### src/rtl/mag_pkg.sv
// Shared widths and types of the memory-operand address unit.
// Assumes a 16-bit data word, byte addressing and a 17-bit physical space.
package mag_pkg;
    localparam int DATA_W     = 16;
    localparam int PADDR_W    = DATA_W + 1;
    localparam int REG_W      = 4;
    localparam int MODE_W     = 8;
    localparam int LANES      = DATA_W / 8;
    localparam int LANE_W     = (LANES > 1) ? $clog2(LANES) : 1;
    localparam logic [MODE_W-1:0] FRAME_BASE = 8'h30;

    typedef enum logic [2:0] {
        K_LDW  = 3'd0,
        K_STW  = 3'd1,
        K_LDB  = 3'd2,
        K_STB  = 3'd3,
        K_LDC  = 3'd4,
        K_STC  = 3'd5
    } kind_e;

    typedef enum logic [2:0] {
        C_IND,
        C_PUSH,
        C_OFS,
        C_ABS,
        C_POST,
        C_POP,
        C_FRAME,
        C_CODE
    } mclass_e;
endpackage

### src/rtl/mag_decode.sv
// Mode decoder: classifies the memory-operand mode and names the register
// whose value the address path needs. Purely combinational.
// Assumes modes at or above FRAME_BASE are all frame-relative.
module mag_decode
    import mag_pkg::*;
#(
    parameter logic [REG_W-1:0] SP_IDX = 4'd14
) (
    input  logic [MODE_W-1:0] mode,
    input  logic              code,
    output mclass_e           cls,
    output logic [REG_W-1:0]  sel
);
    logic last_slot;

    // Low nibble all ones marks the special slot of each 16-mode group.
    assign last_slot = &mode[3:0];

    // Class selection from mode groups.
    always_comb begin
        if (code) begin
            cls = C_CODE;
        end else if (mode >= FRAME_BASE) begin
            cls = C_FRAME;
        end else begin
            unique case (mode[5:4])
                2'd0:    cls = last_slot ? C_PUSH : C_IND;
                2'd1:    cls = last_slot ? C_ABS  : C_OFS;
                2'd2:    cls = last_slot ? C_POP  : C_POST;
                default: cls = C_FRAME;
            endcase
        end
    end

    // Register read index: stack classes use the stack pointer.
    always_comb begin
        unique case (cls)
            C_PUSH, C_POP, C_FRAME: sel = SP_IDX;
            default:                sel = mode[3:0];
        endcase
    end
endmodule

### src/rtl/mag_agu.sv
// Address generator: forms the physical byte address and the base
// register update for one request. Purely combinational.
// Assumes base_val already holds the register that mag_decode selected.
module mag_agu
    import mag_pkg::*;
#(
    parameter logic [REG_W-1:0]  SP_IDX     = 4'd14,
    parameter int                STACK_STEP = 2
) (
    input  mclass_e              cls,
    input  logic [MODE_W-1:0]    mode,
    input  logic [DATA_W-1:0]    base_val,
    input  logic [DATA_W-1:0]    sp_val,
    input  logic [DATA_W-1:0]    imm,
    output logic [PADDR_W-1:0]   paddr,
    output logic                 wb_en,
    output logic [REG_W-1:0]     wb_idx,
    output logic [DATA_W-1:0]    wb_data
);
    localparam logic [DATA_W-1:0] STEP = DATA_W'(STACK_STEP);

    logic [DATA_W-1:0] sp_dec;
    logic [DATA_W-1:0] sp_inc;
    logic [DATA_W-1:0] base_imm;
    logic [DATA_W-1:0] frame_ofs;
    logic [DATA_W-1:0] daddr;

    // Shared adders for all classes.
    always_comb begin
        sp_dec    = sp_val - STEP;
        sp_inc    = sp_val + STEP;
        base_imm  = base_val + imm;
        frame_ofs = {{(DATA_W-MODE_W){1'b0}}, mode - FRAME_BASE};
    end

    // Effective address and writeback selection per class.
    always_comb begin
        daddr   = base_val;
        wb_en   = 1'b0;
        wb_idx  = mode[3:0];
        wb_data = base_imm;
        unique case (cls)
            C_IND:   daddr = base_val;
            C_PUSH:  begin
                daddr   = sp_dec;
                wb_en   = 1'b1;
                wb_idx  = SP_IDX;
                wb_data = sp_dec;
            end
            C_OFS:   daddr = base_imm;
            C_ABS:   daddr = imm;
            C_POST:  begin
                daddr   = base_val;
                wb_en   = 1'b1;
                wb_data = base_imm;
            end
            C_POP:   begin
                daddr   = sp_val;
                wb_en   = 1'b1;
                wb_idx  = SP_IDX;
                wb_data = sp_inc;
            end
            C_FRAME: daddr = sp_val + frame_ofs;
            default: daddr = base_val;
        endcase
    end

    // Code pointers are word indices; data pointers live in the low half.
    assign paddr = (cls == C_CODE) ? {base_val, 1'b0} : {1'b0, daddr};
endmodule

### src/rtl/mag_lane.sv
// Byte lane steering for a little-endian memory port: lane enables and
// write data on the request side, lane extraction on the response side.
// Assumes lane i carries bits [8i+7:8i].
module mag_lane
    import mag_pkg::*;
(
    input  logic              wr_byte,
    input  logic [LANE_W-1:0] wr_lane,
    input  logic [DATA_W-1:0] wr_data,
    output logic [LANES-1:0]  be,
    output logic [DATA_W-1:0] wdata,
    input  logic              rd_byte,
    input  logic [LANE_W-1:0] rd_lane,
    input  logic [DATA_W-1:0] rdata,
    output logic [DATA_W-1:0] rd_value
);
    logic [7:0] lane_bytes [LANES];

    for (genvar i = 0; i < LANES; i++) begin : g_lane
        // Enable and data for lane i.
        always_comb begin
            be[i]          = wr_byte ? (wr_lane == LANE_W'(i)) : 1'b1;
            wdata[i*8 +: 8] = wr_byte ? wr_data[7:0] : wr_data[i*8 +: 8];
            lane_bytes[i]  = rdata[i*8 +: 8];
        end
    end

    // Zero-extended byte or full word on the read side.
    always_comb begin
        if (rd_byte) begin
            rd_value = {{(DATA_W-8){1'b0}}, lane_bytes[rd_lane]};
        end else begin
            rd_value = rdata;
        end
    end
endmodule

### src/rtl/memaddr_gen.sv
// Memory-operand address unit top. Stage 1 registers the memory port
// from the request; stage 2 registers the load result and the base
// register writeback. Assumes mem_rdata is valid in the cycle that the
// port presents a read.
module memaddr_gen
    import mag_pkg::*;
#(
    parameter logic [REG_W-1:0] SP_IDX     = 4'd14,
    parameter int               STACK_STEP = 2
) (
    input  logic                clk,
    input  logic                rst_n,
    input  logic                req_valid,
    input  logic [2:0]          req_kind,
    input  logic [MODE_W-1:0]   req_mode,
    input  logic [REG_W-1:0]    req_dst,
    output logic [REG_W-1:0]    base_sel,
    input  logic [DATA_W-1:0]   base_val,
    input  logic [DATA_W-1:0]   sp_val,
    input  logic [DATA_W-1:0]   imm,
    input  logic [DATA_W-1:0]   store_data,
    output logic                mem_en,
    output logic                mem_we,
    output logic [PADDR_W-1:0]  mem_addr,
    output logic [LANES-1:0]    mem_be,
    output logic [DATA_W-1:0]   mem_wdata,
    input  logic [DATA_W-1:0]   mem_rdata,
    output logic                misalign_err,
    output logic                ld_valid,
    output logic [REG_W-1:0]    ld_idx,
    output logic [DATA_W-1:0]   ld_data,
    output logic                wb_valid,
    output logic [REG_W-1:0]    wb_idx,
    output logic [DATA_W-1:0]   wb_data
);
    mclass_e              cls;
    logic                 is_load;
    logic                 is_store;
    logic                 is_byte;
    logic                 is_code;
    logic                 is_word_data;
    logic [PADDR_W-1:0]   paddr;
    logic                 agu_wb_en;
    logic [REG_W-1:0]     agu_wb_idx;
    logic [DATA_W-1:0]   agu_wb_data;
    logic                 bad_align;
    logic                 go;
    logic [LANES-1:0]     req_be;
    logic [DATA_W-1:0]    req_wdata;
    logic [DATA_W-1:0]    rd_value;

    // Stage 1 side state not visible on the port.
    logic                 s1_load;
    logic                 s1_byte;
    logic [LANE_W-1:0]    s1_lane;
    logic [REG_W-1:0]     s1_dst;
    logic                 s1_wb_en;
    logic [REG_W-1:0]     s1_wb_idx;
    logic [DATA_W-1:0]    s1_wb_data;

    // Kind decode of the request.
    always_comb begin
        is_load      = 1'b0;
        is_store     = 1'b0;
        is_byte      = 1'b0;
        is_code      = 1'b0;
        is_word_data = 1'b0;
        unique case (req_kind)
            K_LDW:   begin is_load  = 1'b1; is_word_data = 1'b1; end
            K_STW:   begin is_store = 1'b1; is_word_data = 1'b1; end
            K_LDB:   begin is_load  = 1'b1; is_byte = 1'b1; end
            K_STB:   begin is_store = 1'b1; is_byte = 1'b1; end
            K_LDC:   begin is_load  = 1'b1; is_code = 1'b1; end
            K_STC:   begin is_store = 1'b1; is_code = 1'b1; end
            default: ;
        endcase
    end

    mag_decode #(
        .SP_IDX (SP_IDX)
    ) u_decode (
        .mode (req_mode),
        .code (is_code),
        .cls  (cls),
        .sel  (base_sel)
    );

    mag_agu #(
        .SP_IDX     (SP_IDX),
        .STACK_STEP (STACK_STEP)
    ) u_agu (
        .cls      (cls),
        .mode     (req_mode),
        .base_val (base_val),
        .sp_val   (sp_val),
        .imm      (imm),
        .paddr    (paddr),
        .wb_en    (agu_wb_en),
        .wb_idx   (agu_wb_idx),
        .wb_data  (agu_wb_data)
    );

    mag_lane u_lane (
        .wr_byte  (is_byte),
        .wr_lane  (paddr[LANE_W-1:0]),
        .wr_data  (store_data),
        .be       (req_be),
        .wdata    (req_wdata),
        .rd_byte  (s1_byte),
        .rd_lane  (s1_lane),
        .rdata    (mem_rdata),
        .rd_value (rd_value)
    );

    // Odd word data addresses are rejected; byte and code paths never are.
    assign bad_align = req_valid & is_word_data & paddr[0];
    assign go        = req_valid & (is_load | is_store) & ~bad_align;

    // Stage 1: register the memory port and the pending writeback.
    always_ff @(posedge clk) begin
        if (!rst_n) begin
            mem_en       <= 1'b0;
            mem_we       <= 1'b0;
            mem_addr     <= '0;
            mem_be       <= '0;
            mem_wdata    <= '0;
            misalign_err <= 1'b0;
            s1_load      <= 1'b0;
            s1_byte      <= 1'b0;
            s1_lane      <= '0;
            s1_dst       <= '0;
            s1_wb_en     <= 1'b0;
            s1_wb_idx    <= '0;
            s1_wb_data   <= '0;
        end else begin
            mem_en       <= go;
            mem_we       <= go & is_store;
            mem_addr     <= paddr;
            mem_be       <= go ? req_be : '0;
            mem_wdata    <= req_wdata;
            misalign_err <= bad_align;
            s1_load      <= go & is_load;
            s1_byte      <= is_byte;
            s1_lane      <= paddr[LANE_W-1:0];
            s1_dst       <= req_dst;
            s1_wb_en     <= go & agu_wb_en;
            s1_wb_idx    <= agu_wb_idx;
            s1_wb_data   <= agu_wb_data;
        end
    end

    // Stage 2: load result and writeback; the load wins a register clash.
    always_ff @(posedge clk) begin
        if (!rst_n) begin
            ld_valid <= 1'b0;
            ld_idx   <= '0;
            ld_data  <= '0;
            wb_valid <= 1'b0;
            wb_idx   <= '0;
            wb_data  <= '0;
        end else begin
            ld_valid <= s1_load;
            ld_idx   <= s1_dst;
            ld_data  <= rd_value;
            wb_valid <= s1_wb_en & ~(s1_load & (s1_wb_idx == s1_dst));
            wb_idx   <= s1_wb_idx;
            wb_data  <= s1_wb_data;
        end
    end
endmodule

### config.mk
export PLATFORM = sky130hd
export DESIGN_NAME = memaddr_gen
export DESIGN_NICKNAME = d
export VERILOG_FILES = /design/src/rtl/mag_pkg.sv /design/src/rtl/mag_decode.sv /design/src/rtl/mag_agu.sv /design/src/rtl/mag_lane.sv /design/src/rtl/memaddr_gen.sv
export SDC_FILE = /design/constraint.sdc
export NUM_CORES = 1
export LEC_CHECK = 0
export BUFFER_PORTS_ARGS = -buffer_cell sky130_fd_sc_hd__buf_2
export CORE_AREA = 2 2 139 141
export DETAILED_ROUTE_END_ITERATION = 8
export DIE_AREA = 0 0 141 143
export PLACE_DENSITY = 0.57
export SETUP_SLACK_MARGIN = 0.15
export SLEW_MARGIN = 15
export SYNTH_ARGS = -nofsm -noshare
export SYNTH_HDL_FRONTEND = slang
export SYNTH_HIERARCHICAL = 1
export SYNTH_SLANG_ARGS = --single-unit
### constraint.sdc
create_clock -name clk -period 2.7 [get_ports clk]
set_clock_uncertainty 0.15 [all_clocks]
set_input_delay 0.405 -clock clk [delete_from_list [all_inputs] [get_ports clk]]
set_output_delay 0.405 -clock clk [all_outputs]
set_load 0.01 [all_outputs]
## After elaboration in Yosys (flattened, before gate mapping)

Cells that the tools add are included.

| cells by class | value |
|---|---|
| add/subtract/negate cells | 5 |
| order comparisons | 2 |
| eq/ne operators | 15 |
| mux-type cells | 24 |
| bitwise logic cells | 15 |
| reductions and logical operators | 15 |

Operators with widths:

| cell | number |
|---|---|
| one-hot mux 16 bit (5 select lines) | 1 |
| 2-to-1 mux 8 bit | 5 |
| one-hot mux 16 bit (2 select lines) | 1 |
| == test 3 bit (second input constant) | 6 |
| adder 16 bit | 1 |
| adder 16 x 2 -> 16 bit (second input constant) | 1 |
| adder 16 x 8 -> 16 bit | 1 |
| 2-to-1 mux 16 bit | 1 |
| subtractor 16 x 2 -> 16 bit (second input constant) | 1 |
| OR reduction 3 bit | 5 |
| == test 3 x 2 -> 1 bit (second input constant) | 4 |
| 2-to-1 mux 1 bit | 11 |
| OR reduction 2 bit | 5 |
| AND 1 bit | 9 |
| one-hot mux 3 bit (3 select lines) | 1 |
| >= comparator 8 x 6 -> 1 bit (second input constant) | 1 |
| 2-to-1 mux 4 bit | 2 |
| subtractor 8 x 6 -> 8 bit (second input constant) | 1 |
| == test 3 x 1 -> 1 bit (second input constant) | 2 |
| 2-to-1 mux 3 bit | 2 |
| == test 4 bit | 1 |
| inverter 1 bit | 4 |
| AND reduction 2 bit | 2 |
| AND reduction 4 bit | 1 |
| other kinds (7) | 7 |

| word-level totals | value |
|---|---|
| register bits after elaboration | 108 |
| input port bits | 98 |
| output and inout bits | 84 |
| word-level logic and storage cells | 98 |

## Logic depth before layout (Yosys ltp)

Gate-level depths: netlist of the first run.

| logic depth | value |
|---|---|
| depth in word-level cells | 12 |
| mapped depth | 12 |
| gate-level depth less buffers | 10 |

## Modules after synthesis

The synthesis of the first run kept the hierarchy.

Modules (own cells, without submodules):

| module | instances | cells an instance | area an instance (um2) | sequential area each (um2) |
|---|---|---|---|---|
| mag_agu | 1 | 479 | 3075.4 | 0.0 |
| memaddr_gen | 1 | 240 | 2974.1 | 2142.1 |
| mag_lane | 1 | 36 | 336.6 | 0.0 |
| mag_decode | 1 | 10 | 80.1 | 0.0 |

## Least setup slack after synthesis of the first run

Ideal clock, no wire load.

| path | value |
|---|---|
| path kind | input port to flip-flop |
| start | input port req_mode[5] |
| end | register mem_be[0] |
| setup time | 115 ps |
| arrival time | 2675 ps |
| required time | 2435 ps |
| slack | -240 ps |
| stages on the path | 12 |
| buffers on the path | 3 |
| cells stage by stage | a211oi_1 -> a31o_2 -> clkbuf_1 -> clkbuf_1 -> clkbuf_1 -> a211oi_1 -> a21oi_1 -> a221oi_1 -> nor2_1 -> nor3b_1 -> a211oi_2 -> and2_1 |

| between the ends | value |
|---|---|
| longest elaborated chain between the ends | 11 |
| elaborated cells between the ends (all ways) | 21 |
| those cells by class | order compare (1); eq/ne (8); mux (6); bitwise (4); reduce/logical (2) |

RTL lines:

| what | line | text |
|---|---|---|
| start: declaration | memaddr_gen.sv:15 | `input logic [MODE_W-1:0] req_mode,` |
| branches (longest 2 deep; another with >= comparator 8 x 6 -> 1 bit) | - |  |
| 2-to-1 mux 3 bit * | mag_decode.sv:23 | `end else if (mode >= FRAME_BASE) begin` |
| 2-to-1 mux 3 bit * | mag_decode.sv:21 | `if (code) begin` |
| via cls[0] | memaddr_gen.sv:36 | `mclass_e cls;` |
| == test 3 bit, or another cell as far along | mag_agu.sv:42 | `unique case (cls)` |
| one-hot mux 16 bit (5 select lines) | mag_agu.sv:42 |  |
| 2-to-1 mux 16 bit * | mag_agu.sv:69 | `assign paddr = (cls == C_CODE) ? {base_val, 1'b0} : {1'b0, daddr};` |
| via paddr[0] | memaddr_gen.sv:42 | `logic [PADDR_W-1:0] paddr;` |
| AND 1 bit | memaddr_gen.sv:116 | `assign bad_align = req_valid & is_word_data & paddr[0];` |
| inverter 1 bit | memaddr_gen.sv:117 | `assign go = req_valid & (is_load \| is_store) & ~bad_align;` |
| AND 1 bit | memaddr_gen.sv:117 |  |
| AND reduction 2 bit (no source line) | - |  |
| end signal: assignment | memaddr_gen.sv:139 | `mem_be <= go ? req_be : '0;` |
| end: declaration | memaddr_gen.sv:25 | `output logic [LANES-1:0] mem_be,` |

Mark *: on every way through the listed nets, which the timed path passes.
A chain may end at the register's enable or synchronous reset.

## Worst setup path after layout of the first run

| path | value |
|---|---|
| start | input port req_mode[2] |
| end | register mem_addr[1] |

| between the ends | value |
|---|---|
| longest elaborated chain between the ends | 8 |
| elaborated cells between the ends (all ways) | 16 |
| those cells by class | order compare (1); eq/ne (6); mux (8); reduce/logical (1) |

RTL lines:

| what | line | text |
|---|---|---|
| branches (longest 3 deep; another with >= comparator 8 x 6 -> 1 bit) | - |  |
| 2-to-1 mux 3 bit * | mag_decode.sv:23 |  |
| 2-to-1 mux 3 bit * | mag_decode.sv:21 |  |
| via cls[0] | memaddr_gen.sv:36 |  |
| == test 3 bit, or another cell as far along | mag_agu.sv:42 |  |
| one-hot mux 16 bit (5 select lines) | mag_agu.sv:42 |  |
| 2-to-1 mux 16 bit * | mag_agu.sv:69 |  |
| via paddr[1] | memaddr_gen.sv:42 |  |
| end signal: assignment | memaddr_gen.sv:138 | `mem_addr <= paddr;` |
| end: declaration | memaddr_gen.sv:24 | `output logic [PADDR_W-1:0] mem_addr,` |

Marks and branches as above.

==> results of run 1 <==
==> Yosys cell counts, types with 3 or more instances <==
master / instances
buf_4: 11
and2_1: 108
nor2_1: 29
o21bai_1: 5
a21oi_1: 56
o32ai_1: 5
nor3_1: 9
a31o_2: 3
o221ai_1: 3
a22oi_1: 3
xnor2_1: 26
o211ai_1: 8
nand2_1: 47
o221a_2: 3
and3_1: 7
nand4_1: 7
dfxtp_1: 107
clkbuf_1: 22
nand3b_1: 5
mux2_2: 18
and2b_2: 8
nand2b_1: 16
o22ai_1: 12
xor2_1: 17
buf_1: 3
o31ai_1: 5
a21o_1: 4
nor2b_1: 6
nor3b_1: 3
inv_1: 21
ha_1: 27
a31oi_1: 11
buf_2: 19
clkbuf_2: 3
a211oi_1: 6
mux2i_1: 7
nand3_1: 19
o21a_1: 3
o21ai_0: 44
==> critical path: stages <==
cell	delay [ns]
buf_2	0.12
and3_1	0.17
a31o_2	0.30
buf_4	0.16
nor2b_1	0.42
a22oi_1	0.16
o21a_1	0.21
o21ai_0	0.17
a22oi_1	0.09
a31o_2	0.21
and2_1	0.14
==> cell families after synthesis <==
kind of cell | after synthesis | synth area share, %
AO/OA/AOI/OAI | 197 | 19.68
XOR/XNOR | 43 | 5.824
adder cells (fa/ha/maj) | 29 | 5.844
buffers and inverters | 81 | 5.882
flip-flops | 107 | 33.13
multiplexers | 25 | 4.218
AND/OR/NAND/NOR | 283 | 25.43
==> per-layer routing <==
metal | global-route usage [%] | part of all wire [%] | vias to the layer above | wire (µm)
met2 | 31.27 | 44 | 237 | 9223
met4 | 6.000 | 1.9 | 0 | 410
met5 | 0 | 0 | - | 0
met1 | 29.95 | 49 | 2886 | 10390
met3 | 3.689 | 5.3 | 24 | 1130
li1 | - | - | 3170 | -
==> flip-flops by register name, indices dropped and copies added (netlist names) <==
register / cells
wb_idx: 4
s1_load: 1
s1_wb_data: 16
ld_data: 16
s1_dst: 4
wb_data: 16
mem_addr: 17
mem_be: 2
ld_idx: 4
mem_we: 1
s1_byte: 1
s1_wb_idx: 4
ld_valid: 1
mem_wdata: 16
misalign_err: 1
s1_wb_en: 1
wb_valid: 1
mem_en: 1
==> through the flow <==
step	utilization [%]	TNS (ns)	setup slack (ns)
after detailed placement	44.46	-1.756	-0.1666
after global placement	44.46	-1.700	-0.1929
after CTS	46.03	0	0.2230
final	46.20	0	0.2421
after floorplan	-	0	0.1171
after global routing	46.20	0	0.1495
==> repair_timing <==
action	CTS	global route
gates resized for setup	0	8
hold buffers	0	0
endpoints found under the setup margin	0	12
==> power by group <==
group | switching, mW | internal (mW) | total (mW)
Clock | 0.652 | 0.648 | 1.30
Sequential | 0.0340 | 1.70 | 1.74
Combinational | 0.647 | 0.581 | 1.23
Total | 1.33 | 2.93 | 4.26
==> layout make-up <==
type                       count  area share [%]
clock buffer                   9           2.624
sequential                   107           24.95
timing repair buffer         294           20.73
clock inverter                 7          0.7725
tap                          234           3.411
inverter                      22          0.9620
multi-input combinational    577           46.55
==> worst min-delay path by stage <==
stage	start	endpoint	slack (ns)	depth (start not counted)
2_1_floorplan	s1_wb_data[0]	wb_data[0]	0.26	1
3_3_place_gp	s1_wb_data[6]	wb_data[6]	0.27	1
3_5_place_dp	s1_wb_data[7]	wb_data[7]	0.27	1
4_1_cts	req_dst[0]	s1_dst[0]	0.08	2
5_1_grt	req_dst[1]	s1_dst[1]	0.09	2
6_report	req_dst[0]	s1_dst[0]	0.1	2
==> metrics.log, run 1 <==
INFO  metric run_status = completed
INFO  metric vdd.ir_drop.worst = 255.3 µV
INFO  metric cell_accounting_for_the_most_synthesized_area = dfxtp_1
INFO  metric h-tree-depth = 3
INFO  metric seqCellArea = 2142 µm²
INFO  metric tritoncts = yes
INFO  metric finalHoldWorstSlack = 0.09861 ns
INFO  metric grt_antenna_before_repair = 0
INFO  metric syn_avg_cell_area = 8.453 µm²
INFO  metric tritoncts_num_sinks = 107
INFO  metric report.final.hold_viol_count = 0
INFO  metric mostFrequentLayoutCell = buf_2
INFO  metric floorplan.rows = 50
INFO  metric cts-root-to-sink-buffers = 2
INFO  metric worst_setup_path_start = req_mode[2]
INFO  metric most_used_flip_flop_cell_after_synthesis = dfxtp_1
INFO  metric design.portCount = 182
INFO  metric power_density = 496.7 nW/µm²
INFO  metric critPathLaunchType = primary input
INFO  metric capture_point_of_the_worst_path = mem_addr[1]
INFO  metric grt_max_degree = 67
INFO  metric postSynthRegisterBits = 107
INFO  metric starting_drc_count_in_detailed_routing = 504
INFO  metric final_layout_size_suffix_gt1_share = 35.53%
INFO  metric rr_endpoint = ld_data[2]
INFO  metric timing.critical_path.to_type = register
INFO  metric core = 18580 µm²
INFO  metric die_height = 143 µm
INFO  metric yosys.area.top_type_share = 33.13%
INFO  metric grt_overflow = 0
INFO  metric max_clock_freq = 0.4069 GHz
INFO  metric ys_async_sr_fraction = 0%
INFO  metric clk_root_buffer_cell = clkbuf_16
INFO  metric fillCellCount = 1868
INFO  metric worst_slew_pin_slew = 0.5404 ns
INFO  metric drt.antenna.violating_nets = 0
INFO  metric finish.net_count = 1138
INFO  metric grt_pass1_vias = 5884
INFO  metric r2r_cells = 3
INFO  metric initial_utilization = 34.80%
INFO  metric yosys_warnings = 6
INFO  metric layoutNonFillerInstCount = 1250
INFO  metric detailed_place.area = 8260 µm²
INFO  metric postLayoutCellArea = 8584 µm²
INFO  metric multi_input_combinational_cell_area = 3996 µm²
INFO  metric detailed_route_wire_length = 21150 µm
INFO  metric dp.final_hpwl = 17060 µm
INFO  metric synth.yosys.seq_area_share = 33.13%
INFO  metric rr_startpoint = s1_byte
INFO  metric finalSetupViolCount = 0
INFO  metric power.leakage = 3.974 nW
INFO  metric post_drt_wl_per_cell = 16.92 µm
INFO  metric synth_nets = 892
INFO  metric timing.final.max_slew_violations = 0
INFO  metric syn_area = 6466 µm²
INFO  metric power = 4.264 mW
INFO  metric gpl.final_weighted_congestion = 0.9745
INFO  metric synth_cell_types = 76
INFO  metric syn2layout_area_growth = 32.76%
INFO  metric mostFrequentLayoutCells = buf_2, buf_4, and2_1, dfxtp_1, a21oi_1
INFO  metric vias = 6317
INFO  metric drt-pass1-iter-count = 5
INFO  metric maxCapViolCount = 0
INFO  metric worst_setup_hold_path_clk_slew = 0.08 ns
INFO  metric syn-instance-count = 765
INFO  metric worst_slew_margin_rel = 63.97%
INFO  metric grt_pass1_wl = 32630 µm
INFO  metric chipWidth = 141 µm
INFO  metric netlist_top_cells_area = dfxtp_1, and2_1, ha_1
INFO  metric critPathKind = in2reg
INFO  metric drcViolationCount = 0
INFO  metric min-delay-path-class = in2reg
INFO  metric io_buffers = 181
INFO  metric die_area = 20160 µm²
INFO  metric clock_network_latency_to_the_later_pin_of_the_worst_skew_pair = 0.36 ns
INFO  metric cts_made_buffers = 9
INFO  metric final.period_utilization = 91.03%
INFO  metric worst-r2r-setup-slack = 1.34 ns
INFO  metric antenna_cells = 0
INFO  metric worst-endpoint-arrival = 2.56 ns
INFO  metric viasPerCell = 5.054
INFO  metric globalRouteTotalUtil = 20.64%
INFO  metric critical_path_required = 2.81 ns
INFO  metric grt_setup_unrepaired = yes
INFO  metric timing.final.crit_period = 2.458 ns
INFO  metric numPlacedInstances = 1234
INFO  metric number_of_enable_flip_flop_cells_after_synthesis = 0
INFO  metric timing.critical_path.fanout_max = 7
INFO  metric post-cts-setup-buffers = 0
Power figures use the tool's default switching activity.
==> inputs of run 2 (changes only) <==
Settings changed: REMOVE_ABC_BUFFERS set to 1.
==> metrics.log, run 2 (synthesis gave the netlist of run 1 again) <==
INFO  metric run_status = completed
INFO  metric power_density = 496.7 nW/µm² (about the same)
INFO  metric p_switching = 1.367 mW (+2.5%)
INFO  metric largest_reg_flops = 17 (unchanged)
INFO  metric worst_slew_margin_rel = 65.17% (+1.2 points)
INFO  metric max_clock_freq = 0.4040 GHz (-0.71%)
INFO  metric viasPerCell = 5.098 (+0.87%)
INFO  metric tritoncts = yes
INFO  metric detailed_route_wire_length = 20970 µm (-0.86%)
INFO  metric syn2layout_area_growth = 34.89%
INFO  metric worst-endpoint-arrival = 2.58 ns (+0.02 ns)
INFO  metric finish.net_count = 1148 (+0.88%)
INFO  metric mostFrequentLayoutCell = buf_2
INFO  metric power.sequential.fraction = 40.0% (-0.7 points)
INFO  metric power.share.switching = 31.55% (+0.28 points)
INFO  metric clock_network_latency_to_the_later_pin_of_the_worst_skew_pair = 0.36 ns (about the same)
INFO  metric maxCapViolCount = 0 (unchanged)
INFO  metric drt.antenna.violating_nets = 0 (unchanged)
INFO  metric starting_drc_count_in_detailed_routing = 398 (-21%)
INFO  metric grt_pass1_vias = 6179 (+5.0%)
INFO  metric design.portCount = 182 (unchanged)
INFO  metric clock_power_share = 31.2% (+0.7 points)
INFO  metric initial_utilization = 34.80% (unchanged)
INFO  metric timing.critical_path.fanout_max = 3 (-4)
INFO  metric grt_overflow = 0 (unchanged)
INFO  metric timing.final.crit_period = 2.475 ns (+0.01761 ns)
INFO  metric power = 4.332 mW (+1.6%)
INFO  metric vdd.ir_drop.worst = 250.6 µV (-1.8%)
INFO  metric dp.final_hpwl = 16500 µm (-3.3%)
INFO  metric vias = 6428 (+1.8%)
INFO  metric finalCoreUtilization = 46.94% (+0.74 points)
INFO  metric numPlacedInstances = 1238 (+0.32%)
INFO  metric grt_setup_unrepaired = yes
INFO  metric drt-pass1-iter-count = 6 (+1)
INFO  metric worst_slew_pin_slew = 0.5185 ns (-0.02190 ns)
INFO  metric drcViolationCount = 0 (unchanged)
INFO  metric die_height = 143 µm (unchanged)
INFO  metric worst_setup_hold_path_clk_slew = 0.08 ns (about the same)
INFO  metric critPathKind = in2reg
INFO  metric gpl.final_weighted_congestion = 0.9864 (+1.2%)
INFO  metric cts_made_buffers = 9 (unchanged)
INFO  metric io_buffers = 181 (unchanged)
INFO  metric timing.hold.worst_path_depth = 2 (unchanged)
INFO  metric cts-root-to-sink-buffers = 2 (unchanged)
INFO  metric clk_root_buffer_cell = clkbuf_16
INFO  metric core = 18580 µm² (unchanged)
INFO  metric r2r_cells = 3 (unchanged)
INFO  metric combinationalPowerShare = 28.8% (about the same)
INFO  metric floorplan.rows = 50 (unchanged)
INFO  metric grt_max_degree = 57 (-15%)
INFO  metric critical_path_required = 2.81 ns (about the same)
INFO  metric tritoncts_num_sinks = 107 (unchanged)
INFO  metric mostFrequentLayoutCells = buf_2, buf_4, and2_1, dfxtp_1, a21oi_1
INFO  metric report.final.hold_viol_count = 0 (unchanged)
INFO  metric globalRouteTotalUtil = 20.45% (-0.19 points)
INFO  metric grt_pass1_wl = 32220 µm (-1.2%)
INFO  metric timing.critical_path.to_type = register
INFO  metric int_power = 2.965 mW (+1.2%)
INFO  metric post_drt_wl_per_cell = 16.63 µm (-1.7%)
INFO  metric grt_antenna_before_repair = 1 (+1)
INFO  metric finalSetupViolCount = 0 (unchanged)
INFO  metric layoutNonFillerInstCount = 1261 (+0.88%)
INFO  metric registers.top_by_ff_count = mem_addr
INFO  metric timing.final.max_slew_violations = 0 (unchanged)
INFO  metric min-delay-path-class = in2reg
INFO  metric h-tree-depth = 3 (unchanged)
INFO  metric die_area = 20160 µm² (unchanged)
INFO  metric final_layout_size_suffix_gt1_share = 36.45% (+0.92 points)
INFO  metric power.leakage = 4.042 nW (+1.7%)
INFO  metric final.period_utilization = 91.68% (+0.65 points)
INFO  metric chipWidth = 141 µm (unchanged)
INFO  metric critPathLaunchType = primary input
## run 2: per-stage QoR
stage / setup TNS, ns / setup WS (ns) / area (µm²) / hold slack, ns
global placement: -2.873 / -0.2630 / 8308 / 0.2683
detailed placement: -2.923 / -0.2677 / 8308 / 0.2669
CTS: 0 / 0.1945 / 8617 / 0.07736
global route: 0 / 0.1362 / 8720 / 0.08112
finish: 0 / 0.2245 / 8722 / 0.08953
floorplan: -12.07 / -0.7072 / 6168 / 0.2618
## run 2: power groups by stage
stage / clock network, mW / logic (mW) / registers, mW
6_report: 1.35 / 1.25 / 1.73
5_1_grt: 1.44 / 1.37 / 1.74
4_1_cts: 1.39 / 1.22 / 1.74
3_5_place_dp: 0 / 1.21 / 1.77
3_3_place_gp: 0 / 1.21 / 1.77
2_1_floorplan: 0 / 0.581 / 1.81
## run 2: layout make-up
cell class	count	area, µm²
flip-flops and latches	107	2142
clock inverters	7	80.08
fillers	1892	9858
repair buffers	303	1888
diodes	1	2.502
multi-input cells	578	4009
well taps	234	292.8
clock buffers	9	225.2
inverters	22	82.58
## run 2: timing repair
item | 4_1_cts | 5_1_grt
setup endpoints to repair | 2 | 16
pin swaps | 0 | 7
buffers inserted | 0 | 5
hold buffers | 0 | 0
endpoints found under the hold margin | 0 | 0
gates resized for setup | 1 | 18
cloned | 0 | 1
## run 2: critical path, stage by stage
cell and delay [ns]:
buf_2 0.09, ha_1 0.16, inv_1 0.05, fa_1 0.38, nand2b_1 0.20, a21oi_2 0.16
o211ai_1 0.19, buf_4 0.22, a21oi_1 0.17, mux2i_1 0.29, a21oi_1 0.10, and2_1 0.17
## run 2: worst paths after layout
check | from | endpoint | slack (ns)
min reg2reg | s1_wb_data[11] | wb_data[11] | 0.28
max | sp_val[0] | mem_addr[10] | 0.22
max reg2reg | s1_byte | ld_data[0] | 1.33
min | req_dst[0] | s1_dst[0] | 0.09
## run 2: per-layer routing
layer | share of wire (%) | up-vias | track usage, % | wire (µm)
met5 | 0 | - | 0 | 0
met2 | 45 | 245 | 34.02 | 9400
li1 | - | 3188 | - | -
met4 | 2.1 | 0 | 6.789 | 444
met1 | 47 | 2965 | 27.03 | 9860
met3 | 6.0 | 30 | 3.454 | 1265
